$ cat src/rtl/alu_dp_pkg.sv
package alu_dp_pkg;

  typedef enum logic [3:0] {
    OP_MOV = 4'h0,
    OP_MVN = 4'h1,
    OP_AND = 4'h2,
    OP_OR  = 4'h3,
    OP_XOR = 4'h4,
    OP_BIC = 4'h5,
    OP_ADD = 4'h6,
    OP_ADC = 4'h7,
    OP_SUB = 4'h8,
    OP_SBC = 4'h9,
    OP_RSB = 4'hA,
    OP_RSC = 4'hB,
    OP_CMP = 4'hC,
    OP_CMN = 4'hD,
    OP_TST = 4'hE,
    OP_TEQ = 4'hF
  } op_e;

  typedef struct packed {
    logic n;
    logic z;
    logic c;
    logic v;
  } nzcv_t;

  // flag-update class of an operation
  typedef enum logic [1:0] {
    FC_MOVE  = 2'd0,
    FC_LOGIC = 2'd1,
    FC_ARITH = 2'd2
  } fclass_e;

  function automatic logic op_is_cmp(op_e op);
    return op inside {OP_CMP, OP_CMN, OP_TST, OP_TEQ};
  endfunction

  function automatic fclass_e op_class(op_e op);
    fclass_e fc;
    case (op)
      OP_MOV, OP_MVN: fc = FC_MOVE;
      OP_ADD, OP_ADC, OP_SUB, OP_SBC,
      OP_RSB, OP_RSC, OP_CMP, OP_CMN: fc = FC_ARITH;
      default: fc = FC_LOGIC;
    endcase
    return fc;
  endfunction

endpackage

$ cat src/rtl/alu_dp_arith.sv
module alu_dp_arith
  import alu_dp_pkg::*;
#(
  parameter int W = 32
) (
  input  op_e          op,
  input  logic [W-1:0] a,
  input  logic [W-1:0] b,
  input  logic         cin,
  output logic [W-1:0] sum,
  output logic         c_out,
  output logic         v_out
);

  // x + y + ci, returning {carry, sum}
  function automatic logic [W:0] add_ext(logic [W-1:0] x, logic [W-1:0] y, logic ci);
    return {1'b0, x} + {1'b0, y} + {{W{1'b0}}, ci};
  endfunction

  // signed overflow of x + y producing s
  function automatic logic ovf(logic [W-1:0] x, logic [W-1:0] y, logic [W-1:0] s);
    return (x[W-1] == y[W-1]) && (s[W-1] != x[W-1]);
  endfunction

  logic [W-1:0] x_opd;
  logic [W-1:0] y_opd;
  logic         ci;
  logic [W:0]   ext;

  // subtraction is done as x + ~y + 1, so carry out means "no borrow"
  always_comb begin
    x_opd = a;
    y_opd = b;
    ci    = 1'b0;
    case (op)
      OP_ADC:         ci = cin;
      OP_SUB, OP_CMP: begin y_opd = ~b; ci = 1'b1; end
      OP_SBC:         begin y_opd = ~b; ci = cin;  end
      OP_RSB:         begin x_opd = b; y_opd = ~a; ci = 1'b1; end
      OP_RSC:         begin x_opd = b; y_opd = ~a; ci = cin;  end
      default:        ci = 1'b0;
    endcase
  end

  assign ext   = add_ext(x_opd, y_opd, ci);
  assign sum   = ext[W-1:0];
  assign c_out = ext[W];
  assign v_out = ovf(x_opd, y_opd, ext[W-1:0]);

endmodule

$ cat src/rtl/alu_dp_logic.sv
module alu_dp_logic
  import alu_dp_pkg::*;
#(
  parameter int W = 32
) (
  input  op_e          op,
  input  logic [W-1:0] a,
  input  logic [W-1:0] b,
  output logic [W-1:0] value
);

  always_comb begin
    case (op)
      OP_MOV:         value = b;
      OP_MVN:         value = ~b;
      OP_AND, OP_TST: value = a & b;
      OP_OR:          value = a | b;
      OP_XOR, OP_TEQ: value = a ^ b;
      OP_BIC:         value = a & ~b;
      default:        value = '0;
    endcase
  end

endmodule

$ cat src/rtl/alu_dp_flags.sv
module alu_dp_flags
  import alu_dp_pkg::*;
#(
  parameter int W = 32
) (
  input  fclass_e      fclass,
  input  logic         set_flags,
  input  logic [W-1:0] value,
  input  nzcv_t        cur,
  input  logic         shift_carry,
  input  logic         arith_c,
  input  logic         arith_v,
  output nzcv_t        nxt
);

  always_comb begin
    nxt = cur;
    if (set_flags) begin
      nxt.n = value[W-1];
      nxt.z = (value == '0);
      case (fclass)
        FC_LOGIC: nxt.c = shift_carry;
        FC_ARITH: begin
          nxt.c = arith_c;
          nxt.v = arith_v;
        end
        default: nxt.c = cur.c;
      endcase
    end
  end

endmodule

$ cat src/rtl/alu_dp.sv
module alu_dp
  import alu_dp_pkg::*;
#(
  parameter int W = 32
) (
  input  logic         clk,
  input  logic         rst_n,
  input  logic [3:0]   op_in,
  input  logic [W-1:0] a_in,
  input  logic [W-1:0] b_in,
  input  logic [3:0]   flags_in,
  input  logic         set_flags,
  input  logic         shift_carry,
  output logic [W-1:0] res,
  output logic         res_we,
  output logic [3:0]   flags_out
);

  op_e          op;
  nzcv_t        cur;
  nzcv_t        nxt;
  fclass_e      fclass;
  logic         cmp_w;
  logic         move_w;
  logic         logic_w;
  logic [W-1:0] sum_w;
  logic         arith_c;
  logic         arith_v;
  logic [W-1:0] logic_val;
  logic [W-1:0] value;
  logic         primed;

  assign op      = op_e'(op_in);
  assign cur     = nzcv_t'(flags_in);
  assign fclass  = op_class(op);
  assign cmp_w   = op_is_cmp(op);
  assign move_w  = (fclass == FC_MOVE);
  assign logic_w = (fclass == FC_LOGIC);

  alu_dp_arith #(.W(W)) u_arith (
    .op    (op),
    .a     (a_in),
    .b     (b_in),
    .cin   (cur.c),
    .sum   (sum_w),
    .c_out (arith_c),
    .v_out (arith_v)
  );

  alu_dp_logic #(.W(W)) u_logic (
    .op    (op),
    .a     (a_in),
    .b     (b_in),
    .value (logic_val)
  );

  assign value = (fclass == FC_ARITH) ? sum_w : logic_val;

  alu_dp_flags #(.W(W)) u_flags (
    .fclass      (fclass),
    .set_flags   (set_flags),
    .value       (value),
    .cur         (cur),
    .shift_carry (shift_carry),
    .arith_c     (arith_c),
    .arith_v     (arith_v),
    .nxt         (nxt)
  );

  always_ff @(posedge clk) begin
    if (!rst_n) begin
      res       <= '0;
      res_we    <= 1'b0;
      flags_out <= '0;
      primed    <= 1'b0;
    end else begin
      res       <= value;
      res_we    <= !cmp_w;
      flags_out <= nxt;
      primed    <= 1'b1;
    end
  end

  // flags hold when no update requested
  a_r8_flags_hold: assert property (@(posedge clk) disable iff (!rst_n)
    primed && !$past(set_flags) |-> flags_out == $past(flags_in));

  // compare/test never writes
  a_r7_no_write: assert property (@(posedge clk) disable iff (!rst_n)
    primed && $past(cmp_w) |-> !res_we);

  // everything else writes
  a_r12_we: assert property (@(posedge clk) disable iff (!rst_n)
    primed && !$past(cmp_w) |-> res_we);

  // moves keep C and V
  a_r9_move_cv: assert property (@(posedge clk) disable iff (!rst_n)
    primed && $past(set_flags && move_w) |-> flags_out[1:0] == $past(flags_in[1:0]));

  // logical ops take C from the shifter and keep V
  a_r10_logic_c: assert property (@(posedge clk) disable iff (!rst_n)
    primed && $past(set_flags && logic_w) |->
      flags_out[1] == $past(shift_carry) && flags_out[0] == $past(flags_in[0]));

  // N and Z follow the registered value
  a_r11_nz: assert property (@(posedge clk) disable iff (!rst_n)
    primed && $past(set_flags) |->
      flags_out[3] == res[W-1] && flags_out[2] == (res == '0));

endmodule

$ cat config.mk
export PLATFORM = sky130hd
export DESIGN_NAME = alu_dp
export DESIGN_NICKNAME = d
export VERILOG_FILES = /design/src/rtl/alu_dp_pkg.sv /design/src/rtl/alu_dp_arith.sv /design/src/rtl/alu_dp_logic.sv /design/src/rtl/alu_dp_flags.sv /design/src/rtl/alu_dp.sv
export SDC_FILE = /design/constraint.sdc
export NUM_CORES = 1
export LEC_CHECK = 0
export BUFFER_PORTS_ARGS = -buffer_cell sky130_fd_sc_hd__buf_2
export CORE_MARGIN = 1
export CORE_UTILIZATION = 58
export CTS_CLUSTER_SIZE = 12
export DETAILED_ROUTE_END_ITERATION = 16
export GPL_ROUTABILITY_DRIVEN = 0
export PLACE_DENSITY = 0.88
export SYNTH_ARGS = -nofsm -noshare
export SYNTH_HDL_FRONTEND = slang
export SYNTH_SLANG_ARGS = --single-unit
$ cat constraint.sdc
create_clock -name clk -period 7.7 [get_ports clk]
set_clock_uncertainty 0.2 [all_clocks]
set_input_delay 1.54 -clock clk [delete_from_list [all_inputs] [get_ports clk]]
set_output_delay 1.54 -clock clk [all_outputs]
set_load 0.01 [all_outputs]
---- Word level (Yosys, flattened, before mapping) ----
Memory sizes are Yosys's and may differ from the RTL's.
Index checks and enable logic that the tools add are counted.
Widths: inputs -> output; s select.
operators by class
  reductions and logical operators ........ 11
  bitwise logic cells ..................... 6
  equal/unequal tests ..................... 18
  multiplexer cells ....................... 8
  $add $sub $neg .......................... 2
operator list
  operator            number
  $pmux 32 s6         1
  $and 32x32->32      2
  $mux 32             2
  $not 32->32         2
  $pmux 32 s2         1
  $add 32x32->33      1
  $add 33x1->33       1
  $eq 4x4->1 const B  8
  $logic_not 32->1    1
  $or 32x32->32       1
  $xor 32x32->32      1
  $eq 4x3->1 const B  3
  $reduce_or 3->1     3
  $eq 4x2->1 const B  2
  $reduce_or 2->1     3
  $eq 4x1->1 const B  1
  $logic_not 4->1     1
  $mux 4              1
  $pmux 1 s2          2
  $reduce_bool 4->1   1
  $eq 2x1->1 const B  1
  $eq 2x2->1 const B  1
  $eq 1x1->1          1
  $logic_and 1x1->1   1
  other kinds (3)     3
word-level totals
  ROM bits ................................ 32
  flip-flop bits (word level) ............. 37
  memories kept ........................... 1
  input bits .............................. 76
  logic and storage cells ................. 49
memories
  memory            depth  bits a word  read ports  clocked after Yosys merged registers in  write ports  RTL line          text
  (name not given)  16     2            1           0                                        0            alu_dp_pkg.sv:42  case (op)

---- Depth between registers and ports, before layout ----
Gate-level depths: netlist (run 1).
  depth in word-level cells ............... 9
  mapped depth ............................ 24
  mapped depth without buffers ............ 18

---- Hierarchy ----
From an unflattened synthesis (run 1), not the netlist that was laid out.
unflattened totals
  cell total of the unflattened synthesis .. 874
  area, all modules ....................... 7282.0 um^2
modules (own cells, without submodules)
  module        cells an instance  times used  area each (um^2)
  alu_dp_arith  364                1           2807.7
  alu_dp_logic  294                1           2434.8
  alu_dp        192                1           1863.0
  alu_dp_flags  24                 1           176.4

---- Worst setup path after synthesis (run 1) ----
Ideal clock, no wire load.
  path kind ............................... input to register
  from .................................... input port op_in[1]
  to ...................................... register flags_out[2]
  library setup time ...................... 59 ps
  buffers on the path ..................... 7
  slack ................................... 1147 ps
  data required time ...................... 7441 ps
  cell stages on the path ................. 24
  arrival time ............................ 6294 ps
  cells stage by stage .................... buf_4 -> buf_2 -> buf_2 -> clkbuf_1 -> clkbuf_1 -> nand3b_1 -> clkbuf_1 -> clkbuf_1 -> nor2_1 -> a21oi_1 -> fa_1 -> inv_1 -> fa_1 -> a21o_1 -> a311o_1 -> o21ai_1 -> xnor2_1 -> a2111oi_0 -> nor4b_1 -> nand4b_1 -> nor4_1 -> nand4_1 -> nor4_1 -> a41o_1
on the way
  cells in the longest elaborated chain, start to end .. 8
  elaborated cells between the ends (all ways) .. 31
  those cells by class .................... 2 x add/sub; 14 x eq/ne; 6 x mux; 8 x reduce/logical; 1 x memory
RTL lines
  element                                                              RTL line            text
  start, declared                                                      alu_dp.sv:8         input logic [3:0] op_in,
  $eq 4x4->1                                                           alu_dp_arith.sv:35  case (op)
  $reduce_or 3->1 (no source line) or $reduce_or 2->1 (tied branches)  n/a
  $pmux 32 s2 or $mux 32 (tied branches)                               alu_dp_arith.sv:35
  $add 32x32->33                                                       alu_dp_arith.sv:17  return {1'b0, x} + {1'b0, y} + {{W{1'b0}}, ci};
  $add 33x1->33                                                        alu_dp_arith.sv:17
  $mux 32 *                                                            alu_dp.sv:57        assign value = (fclass == FC_ARITH) ? sum_w : logic_val;
  $logic_not 32->1 *                                                   alu_dp_flags.sv:20  nxt.z = (value == '0);
  $mux 4 *                                                             alu_dp_flags.sv:18  if (set_flags) begin
  end signal, assigned                                                 alu_dp.sv:79        flags_out <= nxt;
  end, declared                                                        alu_dp.sv:16        output logic [3:0] flags_out
Mark *: on every way between the ends. The rest lies on a longest branch, timed or not.
A chain may end at the register's enable or synchronous reset.

---- Worst setup path in the final report (run 1) ----
  from .................................... input port op_in[0]
  to ...................................... register flags_out[2]
The elaborated chain is that of the path after synthesis.

==> results of run 1 <==
worst max path at each step:
stage                   from            to  slack [ns]
finish              op_in[0]  flags_out[2]        1.23
global route        op_in[0]  flags_out[2]        0.82
CTS                 op_in[1]  flags_out[2]        1.40
detailed placement  op_in[0]  flags_out[2]        1.13
global placement    op_in[0]  flags_out[2]        1.32
floorplan           op_in[1]  flags_out[2]        1.15
registers in the layout, summed over array words and instances, names as in the netlist:
| register | flops |
|---|---|
| flags_out | 4 |
| res_we | 1 |
| res | 32 |
cells in the final DEF, fill, tap and decap left out, types with 3 or more instances in the layout:
master | synthesis | layout
nand2_1 | 152 | 152
buf_2 | 9 | 112
o21ai_0 | 77 | 77
inv_1 | 75 | 75
ha_1 | 66 | 66
a21oi_1 | 59 | 59
nor2_1 | 41 | 40
dfxtp_1 | 37 | 37
o221ai_1 | 31 | 31
nand2b_1 | 27 | 27
nor2b_1 | 24 | 24
nand3_1 | 20 | 20
nand4_1 | 18 | 18
a222oi_1 | 17 | 17
xnor2_1 | 16 | 16
a21o_1 | 15 | 15
and2_1 | 14 | 14
o31ai_1 | 14 | 14
o21ai_1 | 14 | 14
mux2i_1 | 13 | 13
buf_4 | 3 | 12
xor2_1 | 11 | 11
o211ai_1 | 11 | 11
o22ai_1 | 9 | 9
a31oi_1 | 7 | 7
a221o_1 | 6 | 6
a211oi_1 | 6 | 6
a22oi_1 | 6 | 6
nor3_1 | 6 | 6
clkbuf_8 | 0 | 6
nand3b_1 | 5 | 5
a21boi_0 | 5 | 5
and3_1 | 4 | 4
or3_1 | 4 | 4
o21a_1 | 3 | 3
nor4b_1 | 3 | 3
or2_1 | 3 | 3
nor3b_1 | 3 | 3
a31o_1 | 3 | 3
layer usage:
metal	global-route usage, %	share of wire (%)	vias up
met5	0	0.069	-
met2	52.1	44	454
li1	-	-	3501
met4	14.5	3.3	2
met3	5.13	11	66
met1	43.2	41	3308
final cells by class:
| cell class | instances | area, sq um |
|---|---|---|
| clock buffer | 6 | 82.6 |
| sequential | 37 | 741 |
| multi-input combinational | 751 | 4940 |
| clock inverter | 2 | 37.5 |
| fill | 937 | 3510 |
| inverter | 75 | 282 |
| tap | 136 | 170 |
| timing repair buffer | 124 | 651 |
critical path, delay by kind of cell:
family,cells,cell delay (ns)
adder cells (fa/ha/maj),2,0.69
buffers and inverters,3,0.97
XOR/XNOR,1,0.11
AND/OR/NAND/NOR,5,1.37
AO/OA/AOI/OAI,7,1.77
power breakdown:
part | internal [W] | total (W) | switching, W | leakage [nW]
registers | 0.000213 | 0.000217 | 0.00000434 | 0.304
clock network | 0.000105 | 0.000169 | 0.0000636 | 0.0574
logic | 0.000218 | 0.000569 | 0.000350 | 2.94
total | 0.000536 | 0.000954 | 0.000418 | 3.30
Yosys cell counts, types with 4 or more instances:
master      n
and3_1      4
buf_1       6
nand4_1    18
xor2_1     11
ha_1       66
mux2i_1    13
a211oi_1    6
and2_1     14
nand3b_1    5
inv_1      75
nand2_1   152
clkbuf_1   47
xnor2_1    16
nor2b_1    24
o221ai_1   31
or3_1       4
o211ai_1   11
nor3_1      6
a21oi_1    59
o22ai_1     9
o31ai_1    14
buf_2       9
nor2_1     41
nand3_1    20
a222oi_1   17
dfxtp_1    37
a221o_1     6
a21o_1     15
o21ai_1    14
a21boi_0    5
a31oi_1     7
a22oi_1     6
o21ai_0    77
nand2b_1   27
logic make-up after synthesis:
| logic type | count (synthesis) |
|---|---|
| mux | 14 |
| simple gates | 333 |
| fa+ha+maj | 68 |
| buf+inv | 143 |
| compound gates | 308 |
| xor+xnor | 28 |
| flops | 37 |
stage by stage:
step                      instance area [sq um]  total power [W]  worst slack, ns  util [%]  std cells
final                                      6900         0.000954             1.23      66.3       1131
after global routing                       6900          0.00102            0.821      66.3       1131
after CTS                                  6900         0.000939             1.40      66.2       1130
after detailed placement                   6780         0.000768             1.13      65.0       1122
after global placement                     6780         0.000755             1.32      65.0       1122
after floorplan                            6260         0.000614             1.15         -        931
==> summary.txt, run 1 <==
Global route
  – Antenna violations before repair: 1
  – Largest net degree at the start of global routing: 55
  – Vias in the first global route: 6373
  – Total grt overflow: 0
  – Total GRT Usage: 32.7%
  – First-pass GRT wire length: 30100 microns

STA
  – Worst Tran Pin Value: about 0.64 ns
  – Worst hold slack: 1.35 ns
  – Hold Vio Cnt, Final: 0
  – Tmin final: 6.47 ns
  – Fin crit share: 84.0%
  – Achievable frequency: 155 MHz
  – Setup violations, final: 0
  – Slew Viols, Final: 0
  – Relative slew slack: 57.0%
  – Fin Setup TNS: 0 ns
  – RSZ-0062 raised after global routing: no

Clocking
  – Clock Sinks: 37
  – Root cell of the clock tree: clkbuf_8
  – Clock-pin slew on the worst setup and hold paths: approximately 0.07 ns
  – # hold bufs at CTS: 0
  – CTS tree: built
  – Clock H-tree levels: 2
  – Inserted Clock Buffers: 5
  – Max Root-Sink Buffers: 2
  – Cts repair resizes: 0
  – Number of buffers added for setup after CTS: 0

Logic synthesis
  – Main area contributors after synthesis: ha_1, dfxtp_1, nand2_1
  – FFs w/ async S/R, synth: 0%
  – Gate count after technology mapping: just over 900
  – Combinational family with the most area after synthesis: compound AO/OA/AOI/OAI gates
  – Syn Nets: 1075
  – #FFs+latches synth: 37
  – Post-synthesis mux area share: 2.26%
  – Netlist cell types: 68
  – Synth Warn #: 0
  – Yosys top cell by area: ha_1
  – Mean Syn Cell Area: 6.72 sq um
  – Xor/xnor share of the synthesized area: under 10%
  – Post-synth EDFFs: 0
  – Synth top area share: between 10% and 20%
  – Synth Cell Area: 0.00626 sq mm
  – Top FF cell, synth: dfxtp_1
  – Simple-gate share of the synthesized area: about a quarter
  – Post-synthesis compound-gate area fraction: 32.9%
  – Post-Synth Adder-Cell Area: 13.8%
  – Register area share after synthesis: 11.8%

Detailed routing
  – Drt total wl: roughly 19000 microns
  – WL/cell: 16.7 microns
  – Drc violations: 0
  – Detail Route Antenna Nets: 0
  – DRT Pass-1 Iters: 9
  – DRT iter0 DRCs: 930
  – Routed via count: 7331
  – Vias per cell: between 6 and 7

Floorplan
  – DIE HEIGHT: 106 microns
  – Starting Density: between 60 and 70%
  – Core Footprint: 0.0104 sq mm
  – # rows: 37
  – Die Wd: about 110 microns
  – DIE AREA: 0.0112 sq mm
  – IO Count: 113

Critical path
  – Setup crit end kind: register
  – Arr. time, crit path: between 6 and 7 ns
  – Crit Path Class: in -> reg
  – Crit-path max FO: 41
  – Slowest cell on the critical path: fa_1
  – Startpoint Class: input port
  – Worst path cell trace: buf_2 -> buf_4 -> o22ai_1 -> a21oi_1 -> fa_1 -> inv_1 -> fa_1 -> a21o_1 -> a311o_1 -> o21ai_1 -> xnor2_1 -> a2111oi_0 -> nor4b_1 -> nand4b_1 -> nor4_1 -> nand4_1 -> nor4_1 -> a41o_1
  – Largest stage delay, worst path: 0.47 ns
  – Crit path required time: 7.72 ns

Power
  – Max rail drop VDD: between 0.15 and 0.2 mV
  – Pleak: 3.30 nW
  – PD cells: around 140 mW/mm^2

Layout
  – Fin nets: around 1100
  – Diodes inserted: 0
  – Area delta synth->final: 10.3%
  – Layout cells sized above 1: 13.9%

Status
  – Status: completed

Min path
  – Critical hold path startpoint: set_flags
  – Worst hold stages: 2
  – Hold endpoint: flags_out[3]
  – Worst Hold Class: in -> reg

Job
  – Max_cap viols: 0

Placed design
  – Hpwl dp: 14300 microns
  – Port buffer count: roughly 110
No activity file was read; power rests on OpenSTA's default activity.
==> run 2: changes to the inputs <==
- clock period: 7.7 -> 6.5 ns (I/O delays scaled with it)
==> run 2 against run 1 <==
  * Sequential cell count is the same
  * Combinational power increased by 17%
  * Setup slack lost 0.47 ns
  * Total power grew 13%
  * Cell area is 0.15% lower
  * First-iteration DRC count is 15% lower
  * Largest power group unchanged
==> summary.txt, run 2 (synthesized netlist as in run 1, its figures left out) <==
Status
  – Status: completed (unchanged)

Detailed routing
  – Detail Route Antenna Nets: 0 (unchanged)
  – Drc violations: 0 (unchanged)
  – DRT Pass-1 Iters: 7 (was 9)
  – Drt total wl: 18700 microns (was 18900 microns)
  – Vias per cell: 6.43 (was 6.48)
  – Routed via count: 7284 (was 7331)
  – DRT iter0 DRCs: 794 (was 930)
  – WL/cell: 16.5 microns (was 16.7 microns)

Power
  – Max rail drop VDD: 0.168 mV (was 0.192 mV)
  – Pleak: 3.30 nW (about the same)
  – Flop pwr share: 24.0% (was 22.7%)
  – Power share of the clock group: 13.9% (was 17.7%)
  – Final total power: 0.00108 W (was 0.000954 W)
  – Comb pwr share: 62.1% (was 59.6%)
  – Switching part of the total: 45.4% (was 43.8%)
  – Internal power: 0.000587 W (was 0.000536 W)
  – PD cells: 156 mW/mm^2 (was 138 mW/mm^2)
  – Net Switching: 0.000489 W (was 0.000418 W)

Clocking
  – Root cell of the clock tree: clkbuf_8 (unchanged)
  – Max Root-Sink Buffers: 2 (unchanged)
  – Inserted Clock Buffers: 5 (unchanged)
  – Clock-pin slew on the worst setup and hold paths: 0.07 ns (about the same)
  – # hold bufs at CTS: 0 (unchanged)
  – Number of buffers added for setup after CTS: 0 (unchanged)
  – Clock H-tree levels: 2 (unchanged)
  – Cts repair resizes: 0 (unchanged)
  – CTS tree: built (unchanged)
  – Clock Sinks: 37 (unchanged)

STA
  – RSZ-0062 raised after global routing: no (unchanged)
  – Relative slew slack: 50.3% (was 57.0%)
  – Setup violations, final: 0 (unchanged)
  – Slew Viols, Final: 0 (unchanged)
  – Worst Tran Pin Value: 0.745 ns (was 0.645 ns)
  – Fin crit share: 88.4%
  – Achievable frequency: roughly 170 MHz
  – Hold Vio Cnt, Final: 0 (unchanged)
  – Fin Setup TNS: 0 ns (unchanged)
  – Tmin final: 5.75 ns

Floorplan
  – IO Count: 113 (unchanged)
  – Die Wd: 106 microns (unchanged)
  – Starting Density: 60.1% (unchanged)
  – DIE AREA: 0.0112 sq mm (unchanged)
  – Core Footprint: 0.0104 sq mm (unchanged)
  – # rows: 37 (unchanged)
  – DIE HEIGHT: 106 microns (unchanged)

Critical path
  – Setup crit end kind: register (unchanged)
  – Crit-path max FO: 93 (was 41)
  – Arr. time, crit path: 5.77 ns (was 6.50 ns)
  – Crit Path Class: in -> reg (unchanged)
  – Crit path required time: 6.53 ns (was 7.72 ns)
  – Startpoint Class: input port (unchanged)

Layout
  – Max reg flops: 32 (unchanged)
  – Fin nets: 1140 (was 1138)
  – Fill cell count: 971 (was 937)
  – Layout cells sized above 1: 13.9% (about the same)
  – Most frequent cells in the layout: nand2_1, buf_2, o21ai_0 (unchanged)
  – Largest regs: res: 32 flops, flags_out: 4 flops, res_we: 1 flops (unchanged)
  – Area of the multi-input gates: 0.00494 sq mm (unchanged)
  – Most common library cell in the layout ignoring fill and taps: nand2_1 (unchanged)
  – Area delta synth->final: 10.1% (was 10.3%)
  – Diodes inserted: 0 (unchanged)
  – Most flop-heavy register: res (unchanged)
  – Final Non-Filler Cells: 1133 (was 1131)
  – Register cell area after layout: 741 sq um (unchanged)

Global route
  – Antenna violations before repair: 0 (was 1)
  – First-pass GRT wire length: 30400 microns (was 30100 microns)
  – Total GRT Usage: 33.0% (was 32.7%)
  – Total grt overflow: 0 (unchanged)
  – Largest net degree at the start of global routing: 94 (was 55)
  – Vias in the first global route: 6376 (was 6373)

Placed design
  – Post-placement cell count: 1125 (was 1122)
  – Port buffer count: 112 (unchanged)
  – Hpwl dp: 14400 microns (was 14300 microns)

Job
  – Max_cap viols: 0 (unchanged)

Min path
  – Worst Hold Class: in -> reg (unchanged)
==> run 2: changes by cell type in the layout (fill, tap and decap cells not counted) <==
| cell | before | now |
|---|---|---|
| clkinvlp_4 | 1 | 0 |
| clkbuf_1 | 0 | 1 |
| buf_4 | 12 | 13 |
| bufinv_16 | 1 | 0 |
| clkinv_2 | 0 | 2 |
| buf_12 | 0 | 1 |
| clkbuf_8 | 6 | 5 |
==> run 2: final cells by class <==
class	count	share of cell area (%)
clock buffers	6	1.05
clock inverters	2	0.145
inverters	75	4.08
multi-input cells	751	71.7
flip-flops and latches	37	10.7
well taps	136	2.47
repair buffers	126	9.84
==> run 2: worst paths after layout <==
kind | cells past startpoint | end | start
min | 3 | flags_out[0] | flags_in[0]
max | 16 | flags_out[2] | op_in[2]
==> run 2: power groups by stage <==
stage	clock, W	combinational (W)	sequential [W]
CTS	0.000151	0.000651	0.000259
global route	0.000158	0.000733	0.000260
detailed placement	0	0.000647	0.000264
finish	0.000149	0.000668	0.000258
global placement	0	0.000632	0.000262
floorplan	0	0.000450	0.000277
==> run 2: metrics by stage <==
step                      cell area (sq um)  setup slack [ns]  hold slack [ns]  utilization, %
after floorplan                        6260             0.187             1.20               -
after global placement                 6810             0.804             1.37            65.4
after detailed placement               6810             0.585             1.38            65.4
after CTS                              6890             0.873             1.08            66.2
after global routing                   6890             0.411             1.11            66.2
final                                  6890             0.754             1.09            66.2
==> run 2: critical path, stage by stage <==
cell,delay [ns]
buf_2,0.31
nand3b_1,0.28
buf_12,0.33
o21ai_0,0.23
fa_1,0.50
a21o_1,0.22
a311o_1,0.40
o21ai_1,0.11
xnor2_1,0.13
a2111oi_0,0.39
nor4b_1,0.32
nand4b_1,0.15
nor4_1,0.43
nand4_1,0.14
nor4_1,0.29
a41o_1,0.21
==> run 2: per-layer routing <==
metal	up-vias	wire length (microns)	part of all wire, %	global-route usage (%)
li1	3506	-	-	-
met1	3285	7650	41	44.7
met2	446	8500	45	54.2
met3	47	2080	11	3.15
met4	0	467	2.5	12.2
met5	-	0	0	0
==> run 3: changes to the inputs <==
- CORE_MARGIN: 1 -> 2
==> run 3 against run 2 <==
  * First-iteration DRC count grew 26%
  * Total power shrank 0.36%
  * Critical path type unchanged
  * Core utilization fell by 0.17 points
  * Via count down 0.23%
  * Sequential cell count is the same
  * Sequential share of layout area barely moved
  * Count of clock-buffer cells in the layout is the same
  * Global-route usage down 0.93 points
  * Cell count did not move
  * Combinational power barely moved
  * Cell area fell by 0.25%
  * Hold slack worse by 0.013 ns
==> summary.txt, run 3 (synthesized netlist as in run 1, its figures left out) <==
Status
  – Status: completed (unchanged)

Global route
  – Total grt overflow: 0 (unchanged)
  – First-pass GRT wire length: 30800 microns (was 30400 microns)
  – Vias in the first global route: 6534 (was 6376)
  – Total GRT Usage: 32.1% (was 33.0%)
  – Largest net degree at the start of global routing: 52 (was 94)
  – Antenna violations before repair: 1 (was 0)

Power
  – PD cells: 156 mW/mm^2 (about the same)
  – Pleak: 3.29 nW (was 3.30 nW)
  – Max rail drop VDD: 0.167 mV (was 0.168 mV)

Critical path
  – Startpoint Class: input port (unchanged)
  – Crit-path max FO: 32 (was 93)
  – Crit path required time: 6.53 ns (about the same)
  – Arr. time, crit path: 5.68 ns (was 5.77 ns)
  – Setup crit end kind: register (unchanged)
  – Crit Path Class: in -> reg (unchanged)

Clocking
  – Clock H-tree levels: 2 (unchanged)
  – Cts repair resizes: 0 (unchanged)
  – CTS tree: built (unchanged)
  – Max Root-Sink Buffers: 2 (unchanged)
  – Number of buffers added for setup after CTS: 0 (unchanged)
  – Inserted Clock Buffers: 5 (unchanged)
  – # hold bufs at CTS: 0 (unchanged)
  – Clock Sinks: 37 (unchanged)
  – Root cell of the clock tree: clkbuf_8 (unchanged)
  – Clock-pin slew on the worst setup and hold paths: 0.07 ns (about the same)

STA
  – Slew Viols, Final: 0 (unchanged)
  – Tmin final: 5.65 ns (was 5.75 ns)
  – Worst Tran Pin Value: 0.772 ns (was 0.745 ns)
  – Achievable frequency: 177 MHz (was 174 MHz)
  – RSZ-0062 raised after global routing: no (unchanged)
  – Hold Vio Cnt, Final: 0 (unchanged)
  – Fin Setup TNS: 0 ns (unchanged)
  – Fin crit share: 86.8% (was 88.4%)
  – Relative slew slack: 48.2% (was 50.3%)
  – Setup violations, final: 0 (unchanged)

Min path
  – Worst Hold Class: in -> reg (unchanged)

Floorplan
  – DIE AREA: 0.0116 sq mm (was 0.0112 sq mm)
  – Core Footprint: 0.0104 sq mm (unchanged)
  – DIE HEIGHT: 108 microns (was 106 microns)
  – Starting Density: 60.1% (unchanged)
  – # rows: 37 (unchanged)
  – Die Wd: 108 microns (was 106 microns)
  – IO Count: 113 (unchanged)

Layout
  – Most common library cell in the layout ignoring fill and taps: nand2_1 (unchanged)
  – Most frequent cells in the layout: nand2_1, buf_2, o21ai_0 (unchanged)
  – Largest regs: res: 32 flops, flags_out: 4 flops, res_we: 1 flops (unchanged)
  – Final Non-Filler Cells: 1133 (unchanged)
  – Layout cells sized above 1: 13.9% (about the same)
  – Most flop-heavy register: res (unchanged)
  – Max reg flops: 32 (unchanged)
  – Fin nets: 1139 (was 1140)
  – Area delta synth->final: 9.83% (was 10.1%)
  – Fill cell count: 941 (was 971)

Placed design
  – Port buffer count: 112 (unchanged)
  – Post-placement cell count: 1124 (was 1125)
  – Hpwl dp: 14400 microns (about the same)

Detailed routing
  – Routed via count: 7267 (was 7284)
  – WL/cell: 16.5 microns (about the same)
  – Vias per cell: 6.41 (was 6.43)
  – Drt total wl: 18700 microns (about the same)
  – DRT Pass-1 Iters: 5 (was 7)
  – DRT iter0 DRCs: 1000 (was 794)
  – Drc violations: 0 (unchanged)
  – Detail Route Antenna Nets: 0 (unchanged)

Job
  – Max_cap viols: 0 (unchanged)
==> run 3: cell types whose count changed in the layout (fill, tap and decap cells not counted), sizes merged <==
cell	previous run	this run
buf	126	125
diode	0	1
==> run 3: final timing paths <==
kind           end  depth (start not counted)         from
max   flags_out[2]                         18     op_in[0]
min   flags_out[0]                          3  flags_in[0]
==> run 3: area by class of cell <==
type / instances / area (sq um) / share of cell area [%]
antenna: 1 / 2.50 / 0.0364
clock buffer: 6 / 72.6 / 1.06
clock inverter: 2 / 10.0 / 0.146
inverter: 75 / 282 / 4.09
multi-input combinational: 751 / 4940 / 71.8
sequential: 37 / 741 / 10.8
tap: 136 / 170 / 2.47
timing repair buffer: 125 / 658 / 9.57
==> run 3: report_power, final <==
part,switching (W),internal (W),total (W)
registers,0.00000522,0.000252,0.000257
logic,0.000407,0.000258,0.000665
clock network,0.0000750,0.0000741,0.000149
==> run 3: layer usage <==
metal / wire length [microns] / track usage [%] / share of wire, % / up-vias
met3: 2120 / 4.24 / 11 / 64
met1: 7810 / 43.6 / 42 / 3238
met4: 681 / 13.2 / 3.6 / 0
met2: 8130 / 51.0 / 43 / 456
li1: - / - / - / 3509
met5: 0 / 0 / 0 / -
==> run 3: metrics by stage <==
| step | area, sq um | setup slack [ns] | hold slack [ns] | total power (W) | util [%] |
|---|---|---|---|---|---|
| after CTS | 6870 | 0.924 | 1.07 | 0.00106 | 66.0 |
| after global placement | 6790 | 0.768 | 1.36 | 0.000893 | 65.2 |
| final | 6880 | 0.855 | 1.08 | 0.00107 | 66.0 |
| after global routing | 6880 | 0.549 | 1.10 | 0.00115 | 66.0 |
| after detailed placement | 6790 | 0.660 | 1.37 | 0.000906 | 65.2 |
| after floorplan | 6260 | 0.187 | 1.20 | 0.000727 | - |
==> run 3: worst max-delay path, stage by stage <==
cell and delay [ns]:
buf_2 0.11, buf_4 0.31, nand2_1 0.09, nand3b_1 0.11
buf_4 0.35, o221ai_1 0.24, fa_1 0.45, a21o_1 0.22
a311o_1 0.41, o21ai_1 0.12, xnor2_1 0.11, a2111oi_0 0.43
nor4b_1 0.31, nand4b_1 0.16, nor4_1 0.34, nand4_1 0.13
nor4_1 0.28, a41o_1 0.20
